File: src/rtl/pb_wiper_pkg.sv
// Shared types for the push-button wiper controller.
package pb_wiper_pkg;

    // Phase of one button's press timer.
    typedef enum logic [1:0] {
        PH_IDLE = 2'd0,   // counting toward the debounce limit
        PH_HOLD = 2'd1,   // accepted; counting toward the auto-repeat start
        PH_SCAN = 2'd2    // auto-repeat; counting the repeat interval
    } press_phase_t;

endpackage

File: src/rtl/pb_press_timer.sv
// One button's adaptive debouncer and auto-repeat timer.
// Emits a one-cycle step pulse on the edge where a continuous high run
// reaches DEB_CYC. If the level is still held, it pulses again HOLD_CYC
// cycles later, and after that every SCAN_CYC cycles.
// Assumes: btn is synchronous to clk, and every limit is at least 2.
// A low level or hold_off clears the timer.
module pb_press_timer
    import pb_wiper_pkg::*;
#(
    parameter int DEB_CYC  = 8000,
    parameter int HOLD_CYC = 1000000,
    parameter int SCAN_CYC = 140000
) (
    input  logic clk,
    input  logic rst_n,
    input  logic btn,
    input  logic hold_off,
    output logic step
);
    localparam int MAX_A = (DEB_CYC > HOLD_CYC) ? DEB_CYC : HOLD_CYC;
    localparam int MAX_L = (MAX_A > SCAN_CYC) ? MAX_A : SCAN_CYC;
    localparam int CNT_W = $clog2(MAX_L) + 1;

    press_phase_t     phase;
    logic [CNT_W-1:0] cnt;
    logic [CNT_W-1:0] limit_m1;
    logic             run;

    // Pick the terminal count that belongs to the current phase.
    always_comb begin
        unique case (phase)
            PH_HOLD: limit_m1 = CNT_W'(HOLD_CYC - 1);
            PH_SCAN: limit_m1 = CNT_W'(SCAN_CYC - 1);
            default: limit_m1 = CNT_W'(DEB_CYC - 1);
        endcase
    end

    assign run  = btn && !hold_off;
    assign step = run && (cnt == limit_m1);

    // Advance the run counter and phase; any break returns to the debounce phase.
    always_ff @(posedge clk) begin
        if (!rst_n || !run) begin
            cnt   <= '0;
            phase <= PH_IDLE;
        end else if (step) begin
            cnt   <= '0;
            phase <= (phase == PH_IDLE) ? PH_HOLD : PH_SCAN;
        end else begin
            cnt   <= cnt + 1'b1;
        end
    end

    // a hold-off cycle leaves the timer empty on the next cycle.
    a_r10_holdoff_clears: assert property (@(posedge clk) disable iff (!rst_n)
        hold_off |=> (cnt == '0 && phase == PH_IDLE));

    // two accepted steps are never back to back.
    a_r3_single_step: assert property (@(posedge clk) disable iff (!rst_n)
        step |=> !step);

    // a level that drops leaves no count behind.
    a_r2_break_resets: assert property (@(posedge clk) disable iff (!rst_n)
        !btn |=> (cnt == '0));

endmodule

File: src/rtl/pb_wiper_pos.sv
// Wiper position register: a tap code plus two end-scale flags.
// Assumes: at most one of inc and dec is high in any cycle.
// At bottom scale the code reads 0; at top scale it reads CODE_MAX.
module pb_wiper_pos #(
    parameter int CODE_W     = 6,
    parameter int RESET_CODE = 1 << (CODE_W - 1)
) (
    input  logic              clk,
    input  logic              rst_n,
    input  logic              inc,
    input  logic              dec,
    output logic [CODE_W-1:0] code,
    output logic              top,
    output logic              bot
);
    localparam logic [CODE_W-1:0] CODE_MAX = {CODE_W{1'b1}};

    // Apply one up or down step with saturation at the end positions.
    always_ff @(posedge clk) begin
        if (!rst_n) begin
            code <= CODE_W'(RESET_CODE);
            top  <= 1'b0;
            bot  <= 1'b0;
        end else if (inc) begin
            if (bot)                   bot  <= 1'b0;
            else if (code == CODE_MAX) top  <= 1'b1;
            else if (!top)             code <= code + 1'b1;
        end else if (dec) begin
            if (top)                   top  <= 1'b0;
            else if (code == '0)       bot  <= 1'b1;
            else if (!bot)             code <= code - 1'b1;
        end
    end

    // the end flags are exclusive.
    a_r11_flags_excl: assert property (@(posedge clk) disable iff (!rst_n)
        $onehot0({top, bot}));

    // top scale absorbs further up steps.
    a_r6_top_saturates: assert property (@(posedge clk) disable iff (!rst_n)
        (top && inc) |=> (top && code == CODE_MAX));

    // bottom scale absorbs further down steps.
    a_r7_bot_saturates: assert property (@(posedge clk) disable iff (!rst_n)
        (bot && dec) |=> (bot && code == '0));

    // leaving top scale lands on the highest normal code.
    a_r8_top_exit: assert property (@(posedge clk) disable iff (!rst_n)
        (top && dec) |=> (!top && code == CODE_MAX));

    // the step sources never collide.
    a_r9_one_step_source: assert property (@(posedge clk) disable iff (!rst_n)
        $onehot0({inc, dec}));

endmodule

File: src/rtl/pb_wiper_ctrl.sv
// Top of the push-button wiper stepping controller.
// Two press timers, one for each direction, feed the position register.
// A dual press or the lock input holds both timers cleared.
// Assumes: btn_up, btn_dn and lock are already synchronous to clk.
module pb_wiper_ctrl #(
    parameter int CODE_W   = 6,
    parameter int DEB_CYC  = 8000,
    parameter int HOLD_CYC = 1000000,
    parameter int SCAN_CYC = 140000
) (
    input  logic              clk,
    input  logic              rst_n,
    input  logic              btn_up,
    input  logic              btn_dn,
    input  logic              lock,
    output logic [CODE_W-1:0] wiper_code,
    output logic              at_top,
    output logic              at_bot,
    output logic              at_end
);
    localparam int NBTN = 2;

    logic [NBTN-1:0] btn_lvl;
    logic [NBTN-1:0] btn_step;
    logic            freeze;

    assign btn_lvl = {btn_dn, btn_up};
    assign freeze  = lock || (btn_up && btn_dn);

    // One press timer per direction: index 0 is up, index 1 is down.
    for (genvar g = 0; g < NBTN; g++) begin : g_timer
        pb_press_timer #(
            .DEB_CYC  (DEB_CYC),
            .HOLD_CYC (HOLD_CYC),
            .SCAN_CYC (SCAN_CYC)
        ) u_timer (
            .clk      (clk),
            .rst_n    (rst_n),
            .btn      (btn_lvl[g]),
            .hold_off (freeze),
            .step     (btn_step[g])
        );
    end

    pb_wiper_pos #(
        .CODE_W (CODE_W)
    ) u_pos (
        .clk   (clk),
        .rst_n (rst_n),
        .inc   (btn_step[0]),
        .dec   (btn_step[1]),
        .code  (wiper_code),
        .top   (at_top),
        .bot   (at_bot)
    );

    assign at_end = at_top || at_bot;

    // a locked cycle leaves the position unchanged.
    a_r10_lock_freezes: assert property (@(posedge clk) disable iff (!rst_n)
        lock |=> $stable({wiper_code, at_top, at_bot}));

    // a dual press leaves the position unchanged.
    a_r9_dual_freezes: assert property (@(posedge clk) disable iff (!rst_n)
        (btn_up && btn_dn) |=> $stable({wiper_code, at_top, at_bot}));

    // end indication matches the flags.
    a_r11_end_flag: assert property (@(posedge clk) disable iff (!rst_n)
        at_end == (at_top || at_bot));

endmodule

File: config.mk
export PLATFORM = sky130hd
export DESIGN_NAME = pb_wiper_ctrl
export DESIGN_NICKNAME = d
export VERILOG_FILES = /design/src/rtl/pb_wiper_pkg.sv /design/src/rtl/pb_press_timer.sv /design/src/rtl/pb_wiper_pos.sv /design/src/rtl/pb_wiper_ctrl.sv
export SDC_FILE = /design/constraint.sdc
export NUM_CORES = 1
export LEC_CHECK = 0
export ABC_AREA = 1
export BUFFER_PORTS_ARGS = -buffer_cell sky130_fd_sc_hd__buf_2
export CAP_MARGIN = 20
export CORE_MARGIN = 2
export CORE_UTILIZATION = 56
export DETAILED_ROUTE_END_ITERATION = 16
export PLACE_DENSITY_LB_ADDON = 0.12
export SLEW_MARGIN = 20
export SYNTH_ARGS = -nofsm -noshare
export SYNTH_HDL_FRONTEND = slang
export SYNTH_SLANG_ARGS = --single-unit
File: constraint.sdc
create_clock -name clk -period 2.4 [get_ports clk]
set_input_delay 0.48 -clock clk [delete_from_list [all_inputs] [get_ports clk]]
set_output_delay 0.48 -clock clk [all_outputs]
set_load 0.05 [all_outputs]
Word-level counts from Yosys, hierarchy flattened
Cells that the tools add are included.
{ "classes": {"add_sub_neg": 4, "n_reduce_logical": 23, "bitwise_logic": 3, "eq_ne": 11, "n_mux": 16} }
{ "op_table": {"columns": ["cell", "n"], "rows": [
  ["20-bit case mux with 2 select lines", 2],
  ["6-bit 2-to-1 mux", 8],
  ["21-bit by 1-bit adder with 21-bit output (second input constant)", 2],
  ["21-bit by 20-bit equality test with 1-bit output", 2],
  ["6-bit by 1-bit adder with 6-bit output (second input constant)", 1],
  ["6-bit equality test (second input constant)", 1],
  ["6-bit zero test", 1],
  ["2-bit != test (second input constant)", 3],
  ["3-bit AND reduction", 2],
  ["2-bit OR reduction", 3],
  ["6-bit by 1-bit subtractor with 6-bit output (second input constant)", 1],
  ["1-bit logical AND", 5],
  ["5-bit AND reduction", 1],
  ["2-bit by 1-bit equality test with 1-bit output (second input constant)", 2],
  ["2-bit equality test (second input constant)", 2],
  ["1-bit zero test", 4],
  ["2-bit zero test", 2],
  ["1-bit logical OR", 4],
  ["1-bit 2-to-1 mux", 4],
  ["2-bit 2-to-1 mux", 2],
  ["1-bit NOT", 3],
  ["2-bit by 1-bit != test with 1-bit output (second input constant)", 1],
  ["2-bit nonzero test", 1]
]} }
{ "word_totals": {"out_inout_bits": 9, "regBits": 54, "input_bits": 5} }

Logic depth before layout (Yosys ltp)
Gate-level depths: netlist of run 1.
{ "logic_depth": {"ltp_word": 7, "depth_mapped": 18} }

Modules after synthesis
Synthesis of run 1 repeated with hierarchy kept, for this count alone.
{ "hier_totals": {"cells_unflattened": 553, "hier_area_um2": 3448.3} }
{ "by_module_without_submodules": {"columns": ["module", "area_per_inst_um2", "cells_each", "n_inst", "seq_area_each_um2"], "rows": [
  ["pb_press_timer", 1422.6, 228, 2, 460.4],
  ["pb_wiper_pos", 580.6, 91, 1, 160.2],
  ["pb_wiper_ctrl", 22.5, 6, 1, 0.0]
]} }

Worst setup path after synthesis of run 1
OpenSTA, ideal clock, no wires.
{ "synth_path": {"path_kind": "reg2reg", "from": "reg g_timer[0].u_timer.phase[1]", "to": "reg u_pos.code[5]", "stages_incl_launch_ff": 17, "synth_period_minus_slack_ps": 2427, "t_required_ps": 2282, "setup_slack_ps": -27, "arrival_time_ps": 2309, "path_buffers": 0, "cell_sequence": "dfxtp_1 inv_1 ha_1 nor2_1 nor2_2 nand3_2 nor2_2 nand2_2 ha_1 nand3_1 nand2_1 nand2_1 nand2_1 a21oi_1 nand3b_1 nand3_1 nand2_1"} }
{ "synth_via": {"elab_chain_cells": 6, "word_cells_on_any_way": 10, "classes_between": "eq/ne: 5; mux: 2; reduce/logical: 3"} }
{ "synth_lines": {"columns": ["item", "line", "text"], "rows": [
  ["start, declared", "pb_press_timer.sv:24", "press_phase_t phase;"],
  ["start signal, assigned", "pb_press_timer.sv:48", "phase <= (phase == PH_IDLE) ? PH_HOLD : PH_SCAN;"],
  ["2-bit equality test / 2-bit by 1-bit equality test with 1-bit output (equally long branches)", "pb_press_timer.sv:31", "unique case (phase)"],
  ["20-bit case mux with 2 select lines *", "pb_press_timer.sv:31", null],
  ["21-bit by 20-bit equality test with 1-bit output *", "pb_press_timer.sv:39", "assign step = run && (cnt == limit_m1);"],
  ["1-bit logical AND *", "pb_press_timer.sv:39", null],
  ["2-bit != test (no line) / 2-bit nonzero test (equally long branches)", null, null],
  ["5-bit AND reduction (no line)", null, null],
  ["end signal, assigned", "pb_wiper_pos.sv:21", "code <= CODE_W'(RESET_CODE);"],
  ["end signal, assigned", "pb_wiper_pos.sv:27", "else if (!top) code <= code + 1'b1;"],
  ["end signal, assigned", "pb_wiper_pos.sv:31", "else if (!bot) code <= code - 1'b1;"],
  ["end, declared", "pb_wiper_pos.sv:12", "output logic [CODE_W-1:0] code,"]
]} }
Every way passes the cells marked *; elsewhere a longest branch is shown, timed or not.
A chain may end at the register's enable or synchronous reset.

Final worst setup path of run 1
{ "layout_path": {"from": "reg g_timer[0].u_timer.phase[0]", "to": "reg u_pos.code[5]"} }
The elaborated chain is that of the path after synthesis.

==> results.sh, run 1 <==
export IMPL_status="finished, final reports clean"
export IMPL_synth_seq_cells=54
export IMPL_worstSetupPathType="flop to flop"
export IMPL_hpwl_mm=4.97
export IMPL_grt_pass1_vias=2721
export IMPL_crit_top_cell="nand2_1"
export IMPL_worstPathCellList="inv_2, ha_4, inv_2, nor2_1, nand2_1, nand2_2, nand2_2, nor2_4, nand2_4, ha_4, a21oi_2, nand2_1, nand2_1, nand2_1, a21oi_2, nand3b_1, nand3_1, nand2_1"
export IMPL_max_slew_margin_rel_pct=71.8
export IMPL_endpoint_kind="flop"
export IMPL_hold_depth=1
export IMPL_setup_ws_ns=0.0452
export IMPL_post_route_cell_area_sq_um=3640
export IMPL_clock_latency_ns=0.30
export IMPL_syn_nets=490
export IMPL_worstSetupPathDepth=18
export IMPL_multi_input_area_sq_um=1930
export IMPL_leakage_uw=0.00145
export IMPL_routed_top_layer="met4"
export IMPL_finalMaxSlewViolations=0
export IMPL_fill_cells=483
export IMPL_timing_hold_ws_ns=0.460
export IMPL_placed_cells=561
export IMPL_die_h_um=79.6
export IMPL_yosysSeqAreaShare_pct=33.8
export IMPL_htreeDepth=2
export IMPL_postSynthAreaPerCell_sq_um=6.81
export IMPL_cts_hold_fix_buffers=0
export IMPL_final_hold_viol_count=0
export IMPL_crit_slowest_cell="dfxtp_2"
export IMPL_finClkSkew_ns=0.00480
export IMPL_yosys_cell_types_count=34
export IMPL_vdd_drop_max_mv=0.264
export IMPL_postSynthCellCount=470
export IMPL_syn_cell_area_sq_um=3200
export IMPL_grt_pass1_wl_mm=11.5
export IMPL_drc=0
export IMPL_die_area_sq_um=6330
export IMPL_track_usage_pct=22.1
export IMPL_rows=27
export IMPL_vias=2942
export IMPL_wl_mm=6.65
export IMPL_drv_cap=0
export IMPL_ff_latch_area_sq_um=1080
export IMPL_root_buffer="clkbuf_8"
export IMPL_die_w_um=79.6
export IMPL_num_antenna_cells=0
export IMPL_portBuffers=13
export IMPL_finalCoreUtilization_pct=66.1
export IMPL_layout_drive_gt1_share_pct=17.8
export IMPL_syn2layout_area_growth_pct=13.7
export IMPL_wl_met1_mm=3.15
export IMPL_dominantRegCellSynth="dfxtp_1"
export IMPL_min_path_type="flop to flop"
export IMPL_stdcell_count=571
export IMPL_grt_max_degree=16
export IMPL_p_per_area_nw_per_um2=426
export IMPL_crit_path_start_kind="flop"
export IMPL_gp_congestion=0.899
export IMPL_cts_tree="built"
export IMPL_overflow=0
export IMPL_firstDrtPassIters=7
export IMPL_initial_core_util_pct=58.1
export IMPL_core_sq_um=5510
export IMPL_cts_buffers=5
export IMPL_cp_required_ns=2.65
export IMPL_ant_nets=0
export IMPL_worst_r2r_path_depth=18
export IMPL_critPathTopFamily="simple AND/OR/NAND/NOR gates"
export IMPL_cts_sinks=54
export IMPL_pre_cts_slack_ns=-0.0246
export IMPL_viasPerCell=5.15
export IMPL_worst_pin_slew_ns=0.420
export IMPL_cp_max_fo=6
export IMPL_wl_met3_um=274
export IMPL_rrSetupSlack_ns=0.05
export IMPL_path_buf_inv=2
export IMPL_finalCritPeriodShare_pct=98.1
export IMPL_cts_buffer_depth=2
export IMPL_wl_per_cell_um=11.6
export IMPL_max_freq_mhz=425
export IMPL_async_flop_share_pct=0
export IMPL_wl_met2_mm=3.11
export IMPL_finalSetupViolations=0
export IMPL_clk_pin_slew_ns=0.09
export IMPL_dpl_cell_area_sq_um=3410
export IMPL_drtIter0Drc=151
export IMPL_crit_arrival_ns=2.61
export IMPL_boundaryPins=14
export IMPL_period_minus_slack_ns=2.35
export IMPL_cp_slowest_stage_delay_ns=0.37
export IMPL_rsz0062_at_grt="yes"
export IMPL_yosys_warnings=0
export IMPL_synth_edf_count=0
export IMPL_nets=519
export IMPL_grt_antenna_before_repair=0
[repair_timing]
action | in CTS | in global routing
gates cloned | 0 | 0
setup endpoints to repair | 1 | 4
gates resized for setup | 3 | 17
pin swaps | 0 | 10
setup buffers | 0 | 3
[flip-flops by register name, indices dropped and copies added, names as in the netlist]
signal,count
u_pos.code,6
g_timer.u_timer.cnt,42
g_timer.u_timer.phase,4
u_pos.top,1
u_pos.bot,1
[final timing paths]
kind                                                                from                                   end
worst max-delay path            g_timer[0].u_timer.phase[0]$_SDFFE_PP0P_            u_pos.code[5]$_SDFFE_PN1P_
worst min-delay path                g_timer[0].u_timer.cnt[0]$_SDFF_PP0_  g_timer[0].u_timer.cnt[0]$_SDFF_PP0_
worst max register to register  g_timer[0].u_timer.phase[0]$_SDFFE_PP0P_            u_pos.code[5]$_SDFFE_PN1P_
worst min register to register      g_timer[0].u_timer.cnt[0]$_SDFF_PP0_  g_timer[0].u_timer.cnt[0]$_SDFF_PP0_
[layer usage]
layer / global-route usage [%] / vias up
met5: 0 / -
met4: 8.62 / 0
met3: 3.17 / 11
met2: 37.0 / 76
met1: 28.6 / 1314
li1: - / 1541
[layout by cell type (no fill, tap or decap), types with 3 or more instances in the layout]
cell	netlist	layout
nor3_1	9	9
nand2_2	9	10
nor2_4	4	6
inv_1	60	58
o21ai_1	4	4
nor2_2	11	9
xor2_1	14	14
ha_1	14	9
inv_2	8	10
nand2_1	110	108
nand3_1	24	24
nand3_2	4	4
o21a_1	3	3
nand4_1	8	8
nor3_2	4	4
a21oi_1	22	20
xnor2_1	4	3
clkbuf_8	0	6
dfxtp_1	54	52
a211oi_1	4	4
o21ai_0	6	6
nor3b_1	3	3
ha_4	0	5
nor2_1	75	75
buf_4	1	11
buf_2	1	13
[report_power, final]
group	leakage, uW	internal [uW]	switching, uW
Clock	0.0000573	334	295
Combinational	0.000956	7.71	16.1
Sequential	0.000436	896	0.798
[stage by stage]
stage / power (uW) / TNS, ns
after floorplan: 934 / 0
after global placement: 941 / 0
after detailed placement: 941 / -0.0246
after CTS: 1560 / 0
after global routing: 1600 / -0.133
final: 1550 / 0
[Yosys cell counts (all sizes together), types with 4 or more instances]
master	n	share of area, %
inv	68	8.0
dfxtp	54	34
nand4	8	1.6
xnor2	4	1.1
xor2	14	3.8
ha	14	5.5
nand3	29	5.6
nand2	120	15
a21oi	22	3.4
nor2	90	12
nor3	13	2.7
o21ai	10	1.6
a211oi	4	0.94
[final cells by class]
type                    instances  share of cell area (%)
well taps                      72                    2.48
flip-flops and latches         54                    29.8
multi-input cells             344                    53.1
clock buffers                   6                    2.27
inverters                      69                    7.12
clock inverters                 1                   0.826
repair buffers                 25                    4.37
[cells by family after synthesis]
logic type | count (synthesis) | synth area share, %
simple gates | 270 | 39.3
buf+inv | 72 | 8.84
flops | 54 | 33.8
compound gates | 41 | 7.04
xor+xnor | 18 | 4.93
fa+ha+maj | 15 | 6.10
(Power assumes the default switching activity.)
==> run 2, diff against run 1 <==
--- a/config.mk
+++ b/config.mk
@@ -11,7 +11,7 @@
 export CORE_MARGIN = 2
 export CORE_UTILIZATION = 56
 export DETAILED_ROUTE_END_ITERATION = 16
-export PLACE_DENSITY_LB_ADDON = 0.12
+export PLACE_DENSITY = 0.81
 export SLEW_MARGIN = 20
 export SYNTH_ARGS = -nofsm -noshare
 export SYNTH_HDL_FRONTEND = slang
==> run 2 against run 1 <==
Against the previous run:
- register-to-register slack is essentially flat
- sequential share of layout area grew 0.30 points
- maximum frequency shrank 0.23%
- clock power shrank 14%
- hold slack gained 0.00053 ns
- combinational power grew 4%
- utilization shrank 0.50 points
- wire length grew 3.1%
- final cell count is the same
- critical path depth is the same
- largest power group unchanged
- highest routed layer unchanged
==> results.sh, run 2 (same netlist as run 1, synthesis figures left out) <==
export IMPL_root_buffer="clkbuf_8"
export IMPL_cts_buffer_depth=2
export IMPL_cts_tree="built"
export IMPL_finClkSkew_ns=0.00343
export IMPL_gp_congestion=0.883
export IMPL_num_antenna_cells=0
export IMPL_boundaryPins=14
export IMPL_wl_per_cell_um=12.0
export IMPL_finalSetupViolations=0
export IMPL_max_freq_mhz=424
export IMPL_clock_latency_ns=0.32
export IMPL_hold_depth=3
export IMPL_firstDrtPassIters=5
export IMPL_crit_path_start_kind="flop"
export IMPL_worst_pin_slew_ns=0.507
export IMPL_max_slew_margin_rel_pct=66.1
export IMPL_worstSetupPathType="flop to flop"
export IMPL_largest_register_ffs=42
export IMPL_final_hold_viol_count=0
export IMPL_die_h_um=79.6
export IMPL_leakage_uw=0.00143
export IMPL_final_common_cell="nand2_1"
export IMPL_max_flop_register="g_timer.u_timer.cnt"
export IMPL_portBuffers=13
export IMPL_path_buf_inv=2
export IMPL_vias=2953
export IMPL_syn2layout_area_growth_pct=12.8
export IMPL_core_sq_um=5510
export IMPL_drc=0
export IMPL_grt_pass1_vias=2700
export IMPL_cp_required_ns=2.67
export IMPL_die_w_um=79.6
export IMPL_biggestRegsByFlops="g_timer.u_timer.cnt x42, u_pos.code x6, g_timer.u_timer.phase x4"
export IMPL_critPathTopFamily="simple AND/OR/NAND/NOR gates"
export IMPL_clk_pin_slew_ns=0.10
export IMPL_rows=27
export IMPL_hpwl_mm=5.03
export IMPL_crit_reg2reg_launch="g_timer[0].u_timer.phase[0]$_SDFFE_PP0P_"
export IMPL_nets=518
export IMPL_grt_max_degree=19
export IMPL_min_path_type="primary input to flop"
export IMPL_drtIter0Drc=139
export IMPL_viasPerCell=5.17
export IMPL_drv_cap=0
export IMPL_final_cell_mix="nand2_1 (108), nor2_1 (74), inv_1 (58)"
export IMPL_grt_antenna_before_repair=0
export IMPL_period_minus_slack_ns=2.36
export IMPL_timing_hold_ws_ns=0.460
export IMPL_finalCoreUtilization_pct=65.6
export IMPL_htreeDepth=2
export IMPL_p_per_area_nw_per_um2=404
export IMPL_crit_slowest_cell="dfxtp_4"
export IMPL_wl_mm=6.85
export IMPL_crit_arrival_ns=2.63
export IMPL_cp_max_fo=5
export IMPL_cts_buffers=5
export IMPL_rrSetupSlack_ns=0.04
export IMPL_rsz0062_at_grt="yes"
export IMPL_r2r_end="u_pos.code[5]$_SDFFE_PN1P_"
export IMPL_hold_start="rst_n"
export IMPL_die_area_sq_um=6330
export IMPL_track_usage_pct=22.5
export IMPL_overflow=0
export IMPL_worstPathCellList="inv_4, ha_4, inv_2, nor2_2, nand2_1, nand2_1, nand2_2, nor2_4, nand2_4, ha_4, a21oi_2, nand2_1, nand2_1, nand2_1, a21oi_2, nand3b_1, nand3_1, nand2_1"
export IMPL_endpoint_kind="flop"
export IMPL_status="finished, final reports clean"
export IMPL_grt_pass1_wl_mm=11.4
export IMPL_ant_nets=0
export IMPL_vdd_drop_max_mv=0.288
export IMPL_cts_sinks=54
export IMPL_layout_drive_gt1_share_pct=18.0
export IMPL_finalMaxSlewViolations=0
export IMPL_crit_top_cell="nand2_1"
export IMPL_min_to="u_pos.code[4]$_SDFFE_PN0P_"
export IMPL_worst_r2r_path_depth=18
export IMPL_finalCritPeriodShare_pct=98.3
export IMPL_initial_core_util_pct=58.1
export IMPL_cp_slowest_stage_delay_ns=0.38
## run 2: final cells by class
cell class,count,area [sq um]
multi-input cells,344,1930
fillers,449,1900
flip-flops and latches,54,1090
inverters,69,262
repair buffers,24,148
well taps,72,90.1
clock buffers,5,68.8
clock inverters,3,25.0
## run 2: worst max-delay path by stage
stage / endpoint / slack, ns / depth (start not counted) / startpoint
finish: u_pos.code[5]$_SDFFE_PN1P_ / 0.04 / 18 / g_timer[0].u_timer.phase[0]$_SDFFE_PP0P_
CTS: u_pos.code[5]$_SDFFE_PN1P_ / 0.006 / 16 / g_timer[0].u_timer.phase[0]$_SDFFE_PP0P_
floorplan: u_pos.code[5]$_SDFFE_PN1P_ / 0.01 / 16 / g_timer[0].u_timer.phase[1]$_SDFFE_PP0P_
global route: u_pos.code[5]$_SDFFE_PN1P_ / -0.14 / 18 / g_timer[0].u_timer.phase[1]$_SDFFE_PP0P_
detailed placement: u_pos.code[5]$_SDFFE_PN1P_ / -0.08 / 17 / g_timer[0].u_timer.phase[0]$_SDFFE_PP0P_
global placement: u_pos.code[5]$_SDFFE_PN1P_ / 0.06 / 17 / g_timer[0].u_timer.phase[0]$_SDFFE_PP0P_
## run 2: routing by layer
| layer | share of wire (%) | global-route usage [%] | up-vias |
|---|---|---|---|
| li1 | - | - | 1530 |
| met1 | 46 | 27.2 | 1330 |
| met2 | 47 | 39.2 | 74 |
| met3 | 4.2 | 3.51 | 19 |
| met4 | 2.4 | 9.83 | 0 |
| met5 | 0 | 0 | - |
## run 2: stage by stage
stage | TNS (ns) | setup slack (ns) | cells | power [uW] | cell area [sq um]
2_1_floorplan | 0 | 0.0148 | 470 | 934 | 3210
6_report | 0 | 0.0397 | 571 | 1460 | 3610
3_3_place_gp | 0 | 0.0607 | 560 | 941 | 3400
5_1_grt | -0.139 | -0.139 | 571 | 1510 | 3610
4_1_cts | 0 | 0.00617 | 568 | 1470 | 3510
3_5_place_dp | -0.0785 | -0.0785 | 560 | 942 | 3400
## run 2: what timing repair did
item / 4_1_cts / 5_1_grt
resized for setup: 2 / 19
endpoints found under the setup margin: 1 / 3
buffers inserted: 0 / 3
pin swaps: 0 / 10
hold buffers: 0 / 0
## run 2: report_power, final
part | switching, uW | internal, uW
registers | 0.792 | 895
clock network | 328 | 211
logic | 17.1 | 7.72
total | 345 | 1110
## run 2: worst register-to-register path: stages, from the launching register on
cell      delay (ns)
dfxtp_4         0.38
inv_4           0.05
ha_4            0.28
inv_2           0.04
nor2_2          0.06
nand2_1         0.05
nand2_1         0.09
nand2_2         0.07
nor2_4          0.14
nand2_4         0.09
ha_4            0.26
a21oi_2         0.14
nand2_1         0.11
nand2_1         0.08
nand2_1         0.07
a21oi_2         0.15
nand3b_1        0.11
nand3_1         0.08
nand2_1         0.07
